File: src/rtl/pktfrm_pkg.sv
package pktfrm_pkg;
  localparam int WORD_W = 80;
  localparam int LEN_W  = 16;
  localparam int SUM_W  = 32;

  localparam logic [3:0] KIND_FILL = 4'h0;
  localparam logic [3:0] KIND_OPEN = 4'h1;
  localparam logic [3:0] KIND_CLOSE = 4'h2;

  // field positions shared by transmitter and receiver
  localparam int KIND_HI  = 79;
  localparam int KIND_LO  = 76;
  localparam int FLAG_BIT = 75;
  localparam int SUM_LO   = 16;
  localparam int LEN_LO   = 0;

  typedef enum logic [1:0] {TX_IDLE, TX_BODY, TX_CLOSE} tx_state_t;
endpackage

File: src/rtl/pktfrm_sum.sv
module pktfrm_sum #(
  parameter int W     = 80,
  parameter int SUM_W = 32
) (
  input  logic [SUM_W-1:0] acc,
  input  logic [W-1:0]     word,
  output logic [SUM_W-1:0] nxt
);
  localparam int NSL = (W + SUM_W - 1) / SUM_W;

  logic [NSL*SUM_W-1:0] padded;
  logic [SUM_W-1:0]     slice [NSL];

  always_comb begin
    padded = '0;
    padded[W-1:0] = word;
  end

  for (genvar s = 0; s < NSL; s++) begin : g_slice
    assign slice[s] = padded[s*SUM_W +: SUM_W];
  end

  always_comb begin
    nxt = acc;
    for (int s = 0; s < NSL; s++) nxt = nxt + slice[s];
  end
endmodule

File: src/rtl/pktfrm_tx.sv
module pktfrm_tx
  import pktfrm_pkg::*;
#(
  parameter int W     = WORD_W,
  parameter int LW    = LEN_W,
  parameter int SW    = SUM_W,
  parameter int BUSYW = 32
) (
  input  logic          clk,
  input  logic          rst,
  input  logic          in_valid,
  output logic          in_ready,
  input  logic [W-1:0]  in_data,
  input  logic          in_last,
  input  logic [LW-1:0] in_len,
  input  logic [BUSYW-1:0] in_busy,
  output logic [W-1:0]  tx_word,
  output logic          tx_dv
);
  tx_state_t     state;
  logic [LW-1:0] cnt;
  logic [SW-1:0] acc, acc_nxt;
  logic          take;

  pktfrm_sum #(.W(W), .SUM_W(SW)) u_sum (.acc(acc), .word(in_data), .nxt(acc_nxt));

  assign in_ready = (state == TX_BODY);
  assign take     = in_valid && in_ready;

  always_ff @(posedge clk) begin
    if (rst) begin
      state   <= TX_IDLE;
      cnt     <= '0;
      acc     <= '0;
      tx_word <= '0;
      tx_dv   <= 1'b0;
    end else begin
      tx_word <= '0;
      tx_dv   <= 1'b0;
      case (state)
        TX_IDLE: if (in_valid) begin
          tx_word[KIND_HI:KIND_LO] <= KIND_OPEN;
          tx_word[SUM_LO +: BUSYW] <= in_busy;
          tx_word[LEN_LO +: LW]    <= in_len;
          cnt   <= '0;
          acc   <= '0;
          state <= TX_BODY;
        end
        TX_BODY: if (take) begin
          tx_word <= in_data;
          tx_dv   <= 1'b1;
          cnt     <= cnt + 1'b1;
          acc     <= acc_nxt;
          if (in_last) state <= TX_CLOSE;
        end
        default: begin
          tx_word[KIND_HI:KIND_LO] <= KIND_CLOSE;
          tx_word[FLAG_BIT]        <= 1'b1;
          tx_word[SUM_LO +: SW]    <= acc;
          tx_word[LEN_LO +: LW]    <= cnt;
          state <= TX_IDLE;
        end
      endcase
    end
  end


  tx_dv_follows_accept_chk: assert property (@(posedge clk) disable iff (rst)
    tx_dv |-> $past(in_valid && in_ready));


  close_not_followed_by_data_chk: assert property (@(posedge clk) disable iff (rst)
    (!tx_dv && tx_word[KIND_HI:KIND_LO] == KIND_CLOSE) |=> !tx_dv);


  open_not_followed_by_close_chk: assert property (@(posedge clk) disable iff (rst)
    (!tx_dv && tx_word[KIND_HI:KIND_LO] == KIND_OPEN) |=>
      !(!tx_dv && tx_word[KIND_HI:KIND_LO] == KIND_CLOSE));
endmodule

File: src/rtl/pktfrm_rx.sv
module pktfrm_rx
  import pktfrm_pkg::*;
#(
  parameter int W     = WORD_W,
  parameter int LW    = LEN_W,
  parameter int SW    = SUM_W,
  parameter int BUSYW = 32
) (
  input  logic             clk,
  input  logic             rst,
  input  logic [W-1:0]     rx_word,
  input  logic             rx_dv,
  output logic             pay_valid,
  output logic [W-1:0]     pay_data,
  output logic             pay_first,
  output logic [BUSYW-1:0] pkt_busy,
  output logic             pkt_done,
  output logic             pkt_ok,
  output logic             err_len,
  output logic             err_csum,
  output logic             err_proto
);
  logic          in_pkt;
  logic [LW-1:0] cnt, exp_len;
  logic [SW-1:0] acc, acc_nxt;
  logic [3:0]    kind;
  logic          bad_len, bad_sum;

  pktfrm_sum #(.W(W), .SUM_W(SW)) u_sum (.acc(acc), .word(rx_word), .nxt(acc_nxt));

  assign kind    = rx_word[KIND_HI:KIND_LO];
  assign bad_len = (cnt != exp_len) || (cnt != rx_word[LEN_LO +: LW]);
  assign bad_sum = (acc != rx_word[SUM_LO +: SW]);

  always_ff @(posedge clk) begin
    if (rst) begin
      in_pkt    <= 1'b0;
      cnt       <= '0;
      exp_len   <= '0;
      acc       <= '0;
      pay_valid <= 1'b0;
      pay_data  <= '0;
      pay_first <= 1'b0;
      pkt_busy  <= '0;
      pkt_done  <= 1'b0;
      pkt_ok    <= 1'b0;
      err_len   <= 1'b0;
      err_csum  <= 1'b0;
      err_proto <= 1'b0;
    end else begin
      pay_valid <= 1'b0;
      pay_first <= 1'b0;
      pkt_done  <= 1'b0;
      pkt_ok    <= 1'b0;
      err_len   <= 1'b0;
      err_csum  <= 1'b0;
      err_proto <= 1'b0;
      if (rx_dv) begin
        if (in_pkt) begin
          pay_valid <= 1'b1;
          pay_data  <= rx_word;
          pay_first <= (cnt == '0);
          cnt       <= cnt + 1'b1;
          acc       <= acc_nxt;
        end else begin
          err_proto <= 1'b1;
        end
      end else if (kind == KIND_OPEN) begin
        err_proto <= in_pkt;
        in_pkt    <= 1'b1;
        cnt       <= '0;
        acc       <= '0;
        exp_len   <= rx_word[LEN_LO +: LW];
        pkt_busy  <= rx_word[SUM_LO +: BUSYW];
      end else if (kind == KIND_CLOSE) begin
        if (in_pkt) begin
          pkt_done <= 1'b1;
          err_len  <= bad_len;
          err_csum <= bad_sum;
          pkt_ok   <= !bad_len && !bad_sum;
          in_pkt   <= 1'b0;
        end else begin
          err_proto <= 1'b1;
        end
      end
    end
  end


  pay_from_dv_word_chk: assert property (@(posedge clk) disable iff (rst)
    pay_valid |-> $past(rx_dv));


  done_after_close_chk: assert property (@(posedge clk) disable iff (rst)
    pkt_done |-> $past(!rx_dv && rx_word[KIND_HI:KIND_LO] == KIND_CLOSE));


  ok_excludes_errors_chk: assert property (@(posedge clk) disable iff (rst)
    pkt_ok |-> (pkt_done && !err_len && !err_csum));


  no_pay_on_stray_chk: assert property (@(posedge clk) disable iff (rst)
    (err_proto && $past(rx_dv)) |-> !pay_valid);
endmodule

File: src/rtl/pktfrm_top.sv
module pktfrm_top
  import pktfrm_pkg::*;
#(
  parameter int W     = WORD_W,
  parameter int LW    = LEN_W,
  parameter int SW    = SUM_W,
  parameter int BUSYW = 32
) (
  input  logic             clk,
  input  logic             rst,
  input  logic             in_valid,
  output logic             in_ready,
  input  logic [W-1:0]     in_data,
  input  logic             in_last,
  input  logic [LW-1:0]    in_len,
  input  logic [BUSYW-1:0] in_busy,
  output logic [W-1:0]     tx_word,
  output logic             tx_dv,
  input  logic [W-1:0]     rx_word,
  input  logic             rx_dv,
  output logic             pay_valid,
  output logic [W-1:0]     pay_data,
  output logic             pay_first,
  output logic [BUSYW-1:0] pkt_busy,
  output logic             pkt_done,
  output logic             pkt_ok,
  output logic             err_len,
  output logic             err_csum,
  output logic             err_proto
);
  pktfrm_tx #(.W(W), .LW(LW), .SW(SW), .BUSYW(BUSYW)) u_tx (
    .clk(clk), .rst(rst), .in_valid(in_valid), .in_ready(in_ready),
    .in_data(in_data), .in_last(in_last), .in_len(in_len), .in_busy(in_busy),
    .tx_word(tx_word), .tx_dv(tx_dv));

  pktfrm_rx #(.W(W), .LW(LW), .SW(SW), .BUSYW(BUSYW)) u_rx (
    .clk(clk), .rst(rst), .rx_word(rx_word), .rx_dv(rx_dv),
    .pay_valid(pay_valid), .pay_data(pay_data), .pay_first(pay_first),
    .pkt_busy(pkt_busy), .pkt_done(pkt_done), .pkt_ok(pkt_ok),
    .err_len(err_len), .err_csum(err_csum), .err_proto(err_proto));
endmodule

File: config.mk
export PLATFORM = sky130hd
export DESIGN_NAME = pktfrm_top
export DESIGN_NICKNAME = d
export VERILOG_FILES = /design/src/rtl/pktfrm_pkg.sv /design/src/rtl/pktfrm_sum.sv /design/src/rtl/pktfrm_tx.sv /design/src/rtl/pktfrm_rx.sv /design/src/rtl/pktfrm_top.sv
export SDC_FILE = /design/constraint.sdc
export NUM_CORES = 1
export LEC_CHECK = 0
export BUFFER_PORTS_ARGS = -buffer_cell sky130_fd_sc_hd__buf_2
export CORE_MARGIN = 2
export CORE_UTILIZATION = 55
export DETAILED_ROUTE_END_ITERATION = 8
export PLACE_DENSITY = 0.81
export SETUP_SLACK_MARGIN = 0.15
export SLEW_MARGIN = 20
export SYNTH_ARGS = -nofsm -noshare
export SYNTH_HDL_FRONTEND = slang
export SYNTH_SLANG_ARGS = --single-unit
File: constraint.sdc
create_clock -name clk -period 5.3 [get_ports clk]
set_input_delay 0.53 -clock clk [delete_from_list [all_inputs] [get_ports clk]]
set_output_delay 0.53 -clock clk [all_outputs]
set_load 0.01 [all_outputs]
==> results of run 1 <==
## synthesized netlist by cell type, types with 7 or more instances
library cell    n  area [sq um]
nor4_1          8          50.1
xnor2_1        59           517
a22o_1          8          70.1
a31oi_1        15          93.8
a21o_1         18           135
a211oi_1       14           105
inv_1         282          1060
xor2_1         29           254
o21ai_0        70           350
ha_1           95          1190
a22oi_1        12          90.1
nand2_1       361          1360
or3_1          15          93.8
and2_1         16           100
nor3_1         35           175
fa_1           94          1880
nor2b_1         8          50.1
o21bai_1       15           113
and3_1         30           188
nand3_1        46           230
dfxtp_1       315          6310
mux2i_1        52           521
nand4_1        19           119
a21oi_1       251          1260
o21a_1         11          82.6
clkbuf_1       96           360
buf_1           7          26.3
nor2_1        209           785
o22ai_1         7          43.8
## kinds of logic after synthesis
| group | Yosys count | share of synthesized area (%) |
|---|---|---|
| AO/OA/AOI/OAI | 487 | 15.9 |
| adder cells (fa/ha/maj) | 189 | 16.7 |
| XOR/XNOR | 88 | 4.18 |
| multiplexers | 54 | 2.95 |
| flip-flops | 315 | 34.2 |
| AND/OR/NAND/NOR | 768 | 17.9 |
| buffers and inverters | 391 | 8.12 |
## per-layer routing
| metal | global-route usage [%] | up-vias | wire (microns) |
|---|---|---|---|
| li1 | - | 8250 | - |
| met1 | 40.2 | 8250 | 22900 |
| met2 | 54.6 | 889 | 27400 |
| met3 | 5.98 | 180 | 4880 |
| met4 | 16.7 | 0 | 2940 |
| met5 | 0 | - | 0 |
## flip-flops by register name, summed over array words and instances, names as in the netlist
register / flops
u_rx.err_len: 1
u_tx.tx_word: 80
u_tx.cnt: 16
u_rx.pkt_done: 1
u_rx.acc: 32
u_rx.exp_len: 16
u_rx.err_csum: 1
u_rx.pay_first: 1
u_rx.pay_valid: 1
u_rx.pkt_busy: 32
u_rx.cnt: 16
u_rx.err_proto: 1
u_tx.acc: 32
u_tx.tx_dv: 1
u_rx.in_pkt: 1
u_rx.pkt_ok: 1
u_rx.pay_data: 80
u_tx.state: 2
## layout make-up
type | instances | area (sq um) | share of cell area [%]
multi-input combinational | 1586 | 10700 | 48.6
timing repair buffer | 424 | 2160 | 9.84
inverter | 282 | 1060 | 4.83
clock inverter | 18 | 169 | 0.771
tap | 448 | 561 | 2.56
antenna | 1 | 2.50 | 0.0114
clock buffer | 47 | 1000 | 4.58
sequential | 315 | 6310 | 28.8
## per-stage QoR
| step | instances | setup slack, ps | hold WS [ps] |
|---|---|---|---|
| floorplan | 2292 | 1470 | 445 |
| global placement | 3055 | 917 | 438 |
| detailed placement | 3055 | 898 | 443 |
| CTS | 3120 | 1460 | 184 |
| global route | 3121 | 1160 | 208 |
| finish | 3121 | 1280 | 201 |
## where the power goes
| part | internal (W) | leakage [nW] | switching [W] |
|---|---|---|---|
| clock network | 0.00145 | 0.566 | 0.00105 |
| registers | 0.00243 | 2.55 | 0.0000690 |
| logic | 0.000807 | 7.21 | 0.00124 |
## worst paths after layout
check / startpoint / to / cells after the start / slack, ps
worst max-delay path: in_data[1] / u_tx.acc[31] / 14 / 1280
worst min-delay path: in_last / u_tx.state[0] / 2 / 200
worst max register to register: u_tx.acc[1] / u_tx.acc[31] / 12 / 1480
worst min register to register: u_rx.pay_data[11] / u_rx.pay_data[11] / 2 / 450
==> results_dict.tcl, run 1 <==
set metrics [dict create \
    ys_seq_area_share_pct 34.2 \
    initialDrtViolationCount 1437 \
    postRouteAntennaNets 0 \
    power_leakage_nw 10.3 \
    post-route-period-util_pct 75.8 \
    grt_setup_unrepaired "false" \
    post_cts_buffers 0 \
    clock-sinks 315 \
    path_clk_slew_ps 60 \
    outcome "complete, no violations" \
    ys.flop_type "dfxtp_1" \
    antenna_found_initial 2 \
    layout_common_cells "412 x buf_2, 360 x nand2_1, 313 x dfxtp_1" \
    skew_ps 21.9 \
    yosysUniqueCellTypes 72 \
    synth_cells 2292 \
    path_class "input port to flip-flop" \
    vias 17600 \
    slew_headroom_pct 30.7 \
    synth.cell_area_sq_mm 0.0184 \
    avgViaCountPerCell 5.63 \
    worstMarginPinSlew_ps 1040 \
    cts.htree.levels 2 \
    design_area_sq_mm 0.0219 \
    grt.total_usage_pct 32.6 \
    drive_gt1_share_pct 19.0 \
    fin_util_pct 65.8 \
    crit_family "compound AO/OA/AOI/OAI gates" \
    top_level_ports 414 \
    cts_buffers 36 \
    crit_top_cell "fa_1" \
    ctsHoldBuffers 0 \
    fmax_mhz 249 \
    finalMaxSlewViolations 0 \
    cts_tree "done" \
    vdd_ir_drop_max_uv 302 \
    ctsRootBufferMaster "clkbuf_16" \
    cts_resized 0 \
    dpl_cell_area_sq_mm 0.0207 \
    arrival_ps 4440 \
    finalCriticalPeriod_ps 4020 \
    clk_path_buf_depth 3 \
    fin_tns_setup_ps 0 \
    power.density_mw_per_mm2 322 \
    hold_path_class "input port to flip-flop" \
    numPortBuffers 413 \
    timing.critical_path.buf_inv 3 \
    fillers 2798 \
    grt_max_degree 106 \
    grt_overflow 0 \
    critPathMaxStageDelay_ps 520 \
    dieArea_sq_mm 0.0350 \
    syn_nets 2694 \
    drt_wl_total_mm 58.1 \
    syn_avg_cell_area_sq_um 8.04 \
    dpl.hpwl_mm 44.0 \
    grt_pass1_vias 17300 \
    finalWeightedCongestion 0.971 \
    setup_viol 0 \
    hold_viol 0 \
    clk_latency_ps 530 \
    cp_max_fo 3 \
    wire_per_inst_microns 18.6 \
    grt_pass1_wl_mm 90.9 \
    ys_ff_latch 315 \
    async_flop_share_pct 0 \
    drc 0 \
    startpoint_type "input port" \
    die_w_microns 187 \
    cp_slowest_cell "fa_1" \
    drtPass1Iterations 5 \
    cp_cell_sequence "buf_2, inv_1, fa_1, fa_1, inv_1, ha_1, fa_1, a211oi_1, o21ai_0, a41oi_1, o21ai_0, a21boi_0, mux2i_1, nand2_1" \
    die_h_microns 187 \
    ys_warn_count 0 \
    endpoint_kind "flip-flop" \
    area_delta_synth_final_pct 18.9 \
    power.total_w 0.00705 \
    critical_path_required_ps 5720 \
    layout_commonest_cell "buf_2" \
    synth_edf_count 0 \
    initial_core_util_pct 55.4 \
    num_rows 67 \
    finalNetCount 3047 \
    max_cap_viol_count 0 \
    core_area_sq_mm 0.0333 \
]
No activity file was read; power rests on OpenSTA's default activity.
==> run 2: changes to the inputs <==
clock period = 4 ns   (was 5.3 ns; I/O delays follow)
==> results_dict.tcl, run 2 (synthesized netlist as in run 1, its figures left out) <==
set metrics [dict create \
    critical_path_required_ps 4380 \
    finalCriticalPeriod_ps 3650 \
    layout_common_cells "412 x buf_2, 360 x nand2_1, 313 x dfxtp_1" \
    clk_latency_ps 530 \
    die_w_microns 187 \
    grt_setup_unrepaired "false" \
    cp_cell_sequence "buf_2, inv_1, fa_1, fa_1, inv_1, ha_1, fa_1, a211oi_1, o21ai_0, a41oi_2, o21ai_0, a21boi_0, buf_4, xor2_1, o21ai_0" \
    critPathMaxStageDelay_ps 520 \
    finalWeightedCongestion 0.971 \
    worstMarginPinSlew_ps 1060 \
    grt_max_degree 95 \
    numPlacedInstances 3117 \
    arrival_ps 4020 \
    hold_viol 0 \
    grt_pass1_wl_mm 92.7 \
    slew_headroom_pct 29.2 \
    dieArea_sq_mm 0.0350 \
    power.density_mw_per_mm2 423 \
    layout_commonest_cell "buf_2" \
    clk_path_buf_depth 3 \
    area_delta_synth_final_pct 21.3 \
    grt.total_usage_pct 33.3 \
    drt_wl_total_mm 59.8 \
    grt_pass1_vias 17500 \
    drc 0 \
    finalMaxSlewViolations 0 \
    wire_per_inst_microns 18.8 \
    vias 17900 \
    grt_overflow 0 \
    top_level_ports 414 \
    vdd_ir_drop_max_uv 336 \
    stdcell_count 3177 \
    post_cts_buffers 0 \
    initialDrtViolationCount 1463 \
    cts.htree.levels 2 \
    dpl.hpwl_mm 45.9 \
    outcome "complete, no violations" \
    num_rows 67 \
    power_leakage_nw 10.6 \
    top_regs "u_rx.pay_data x80, u_tx.tx_word x80" \
    path_clk_slew_ps 60 \
    die_h_microns 187 \
    ctsRootBufferMaster "clkbuf_16" \
    numPortBuffers 413 \
    skew_ps 21.1 \
    post-route-period-util_pct 91.2 \
    initial_core_util_pct 55.4 \
    power.total_w 0.00947 \
    drive_gt1_share_pct 20.8 \
    fin_tns_setup_ps 0 \
    drtPass1Iterations 6 \
    cp_slowest_cell "fa_1" \
    cts_tree "done" \
    antenna_found_initial 1 \
    max_cap_viol_count 0 \
    cts_buffers 35 \
    clock-sinks 315 \
    path_class "input port to flip-flop" \
    fin_hold_ws_ps 76.9 \
    finalNetCount 3108 \
    core_area_sq_mm 0.0333 \
    fin_util_pct 67.2 \
    hold_path_class "input port to flip-flop" \
    endpoint_kind "flip-flop" \
    startpoint_type "input port" \
    avgViaCountPerCell 5.64 \
    setup_viol 0 \
    cp_max_fo 3 \
    postRouteAntennaNets 0 \
    fmax_mhz 274 \
]
==> run 2: cell count changes in the layout (fill, tap and decap cells not counted), moves of 2 or more <==
| cell | delta |
|---|---|
| clkbuf_8 | +2 |
| clkinvlp_4 | -4 |
| buf_4 | +62 |
| clkbuf_16 | -2 |
==> run 2: final cells by class <==
type | instances | area [sq um]
Antenna cell | 1 | 2.50
Clock buffer | 47 | 981
Clock inverter | 12 | 160
Fill cell | 2816 | 10900
Inverter | 282 | 1060
Multi-Input combinational cell | 1586 | 10700
Sequential cell | 315 | 6310
Tap cell | 448 | 561
Timing Repair Buffer | 486 | 2620
==> run 2: path summary, 6_finish.rpt <==
path	end	cells past startpoint	start	slack, ps
setup / recovery	u_tx.acc[23]	15	in_data[33]	350
hold / removal	u_tx.state[0]	2	in_last	80
setup reg to reg	u_tx.acc[23]	13	u_tx.acc[1]	400
hold reg to reg	u_rx.pay_data[0]	2	u_rx.pay_data[0]	450
==> run 2: critical path, delay by kind of cell <==
family                     cells  cell delay (ps)
AOI/OAI and AO/OA              6             1480
adders and majority gates      4             1590
xor gates and xnor gates       1              140
buffers and inverters          4              400
==> run 2: power by group <==
part,switching [W],internal (W),total [W]
combinational,0.00171,0.00119,0.00290
sequential,0.0000725,0.00322,0.00330
clock,0.00134,0.00192,0.00327
==> run 2: per-layer routing <==
metal	global-route usage, %	vias to the layer above	share of wire [%]
met5	0	-	0
met4	16.2	0	5.1
met3	6.15	187	8.6
met2	56.1	918	47
met1	41.2	8428	39
li1	-	8401	-
==> run 2: per-stage QoR <==
stage	worst slack [ps]	instance area [sq um]
2_1_floorplan	298	18400
3_5_place_dp	-157	21200
5_1_grt	171	22400
3_3_place_gp	-118	21200
4_1_cts	383	22300
6_report	354	22400
==> run 2: repair_timing <==
item	in CTS	in global routing
endpoints found under the setup margin	0	7
hold buffers	0	0
resized for setup	0	3
hold endpoints to repair	0	0
==> run 3: changes to the inputs <==
MAX_ROUTING_LAYER = met4   (was not set)
==> results_dict.tcl, run 3 (synthesized netlist as in run 1, its figures left out) <==
set metrics [dict create \
    cp_max_fo 3 \
    cts_buffers 37 \
    grt_setup_unrepaired "false" \
    numPlacedInstances 3127 \
    grt_max_degree 106 \
    rr_startpoint "u_tx.acc[17]" \
    postRouteAntennaNets 0 \
    hold_viol 0 \
    r2r-end "u_tx.acc[28]" \
    vdd_ir_drop_max_uv 323 \
    die_h_microns 187 \
    clk_latency_ps 530 \
    drtPass1Iterations 6 \
    setup_viol 0 \
    dpl.hpwl_mm 47.0 \
    fin_tns_setup_ps 0 \
    r2r_slack_ps 450 \
    drc 0 \
    top_level_ports 414 \
    post-route-period-util_pct 89.4 \
    cp_cell_sequence "buf_2, inv_1, fa_1, fa_1, inv_1, ha_1, fa_1, a211oi_2, o21ai_0, a41oi_1, buf_4, o21ai_0, a31oi_1, xor2_1, o21ai_0" \
    cp.depth 15 \
    power_leakage_nw 10.7 \
    core_area_sq_mm 0.0333 \
    grt.total_usage_pct 34.8 \
    initialDrtViolationCount 1723 \
    stdcell_count 3190 \
    ctsRootBufferMaster "clkbuf_16" \
    slew_headroom_pct 22.0 \
    post_cts_buffers 0 \
    layout_commonest_cell "buf_2" \
    cp-startpoint "in_data[33]" \
    avgViaCountPerCell 5.65 \
    startpoint_type "input port" \
    area_delta_synth_final_pct 21.7 \
    finalWeightedCongestion 0.957 \
    outcome "complete, no violations" \
    die_w_microns 187 \
    power.density_mw_per_mm2 425 \
    cts.htree.levels 2 \
    drt_wl_total_mm 60.6 \
    clk_path_buf_depth 3 \
    fillers 2789 \
    critPathCapture "u_tx.acc[17]" \
    finalNetCount 3120 \
    cp_slowest_cell "fa_1" \
    initial_core_util_pct 55.4 \
    skew_ps 18.9 \
    register_area_sq_mm 0.00631 \
    grt_pass1_wl_mm 94.5 \
    worstMarginPinSlew_ps 1170 \
    num_rows 67 \
    finalCriticalPeriod_ps 3580 \
    path_class "input port to flip-flop" \
    critPathMaxStageDelay_ps 530 \
    timing.critical_path.buf_inv 4 \
    multi_input_area_sq_mm 0.0107 \
    endpoint_kind "flip-flop" \
    clock-sinks 315 \
    dieArea_sq_mm 0.0350 \
    arrival_ps 3960 \
    top_regs "u_rx.pay_data x80, u_tx.tx_word x80" \
    hold_path_class "input port to flip-flop" \
    critical_path_required_ps 4380 \
    drive_gt1_share_pct 21.1 \
    grt_pass1_vias 17500 \
    fin_hold_ws_ps 65.8 \
    cts_tree "done" \
    numPortBuffers 413 \
    antenna_found_initial 2 \
    layout_common_cells "412 x buf_2, 360 x nand2_1, 313 x dfxtp_1" \
    path_clk_slew_ps 60 \
    power.total_w 0.00953 \
    max_cap_viol_count 0 \
    fmax_mhz 280 \
    worst-r2r-cell-count 12 \
    vias 18000 \
    finalMaxSlewViolations 0 \
    wire_per_inst_microns 19.0 \
    crit_family "adder cells" \
    grt_overflow 0 \
]
run 3: cell count changes in the layout (fill, tap and decap cells not counted), sizes merged:
cell and delta:
bufinv -2, clkinv +1, diode +1, clkbuf +3, buf +10
run 3: cell type report:
class	count	area share, %
multi-input combinational	1586	47.5
sequential	315	28.1
timing repair buffer	496	12.0
inverter	282	4.72
clock buffer	50	4.71
tap	448	2.50
clock inverter	11	0.418
antenna	2	0.0223
run 3: what timing repair did:
item | in CTS | in global routing
resized for setup | 0 | 1
hold buffers | 0 | 0
endpoints found under the hold margin | 0 | 0
endpoints found under the setup margin | 0 | 2
run 3: how the worst min path moves through the flow:
stage,start,slack [ps],cells past startpoint,end
after floorplan,u_tx.acc[12],440,2,u_tx.acc[12]
final,in_last,70,2,u_tx.state[0]
after CTS,in_last,50,2,u_tx.state[0]
after global routing,in_last,80,2,u_tx.state[0]
after detailed placement,u_rx.pay_data[10],440,2,u_rx.pay_data[10]
after global placement,u_rx.pay_data[79],440,2,u_rx.pay_data[79]
run 3: routing by layer:
metal	vias to the layer above	global-route usage, %	routed length [microns]
met3	149	5.38	5060
met5	-	-	0
li1	8409	-	-
met4	0	12.4	2350
met2	883	58.0	29000
met1	8596	43.1	24200
run 3: metrics by stage:
step / setup slack (ps) / utilization [%] / area, sq um
after global placement: -21.2 / 63.9 / 21300
after floorplan: 298 / - / 18400
after global routing: 207 / 67.4 / 22400
after detailed placement: -81.3 / 63.9 / 21300
after CTS: 422 / 67.4 / 22400
final: 425 / 67.4 / 22400
run 3: power breakdown:
part           internal (W)  switching [W]  leakage, nW
sequential          0.00322      0.0000803         2.55
clock               0.00191        0.00135        0.569
combinational       0.00122        0.00174         7.56
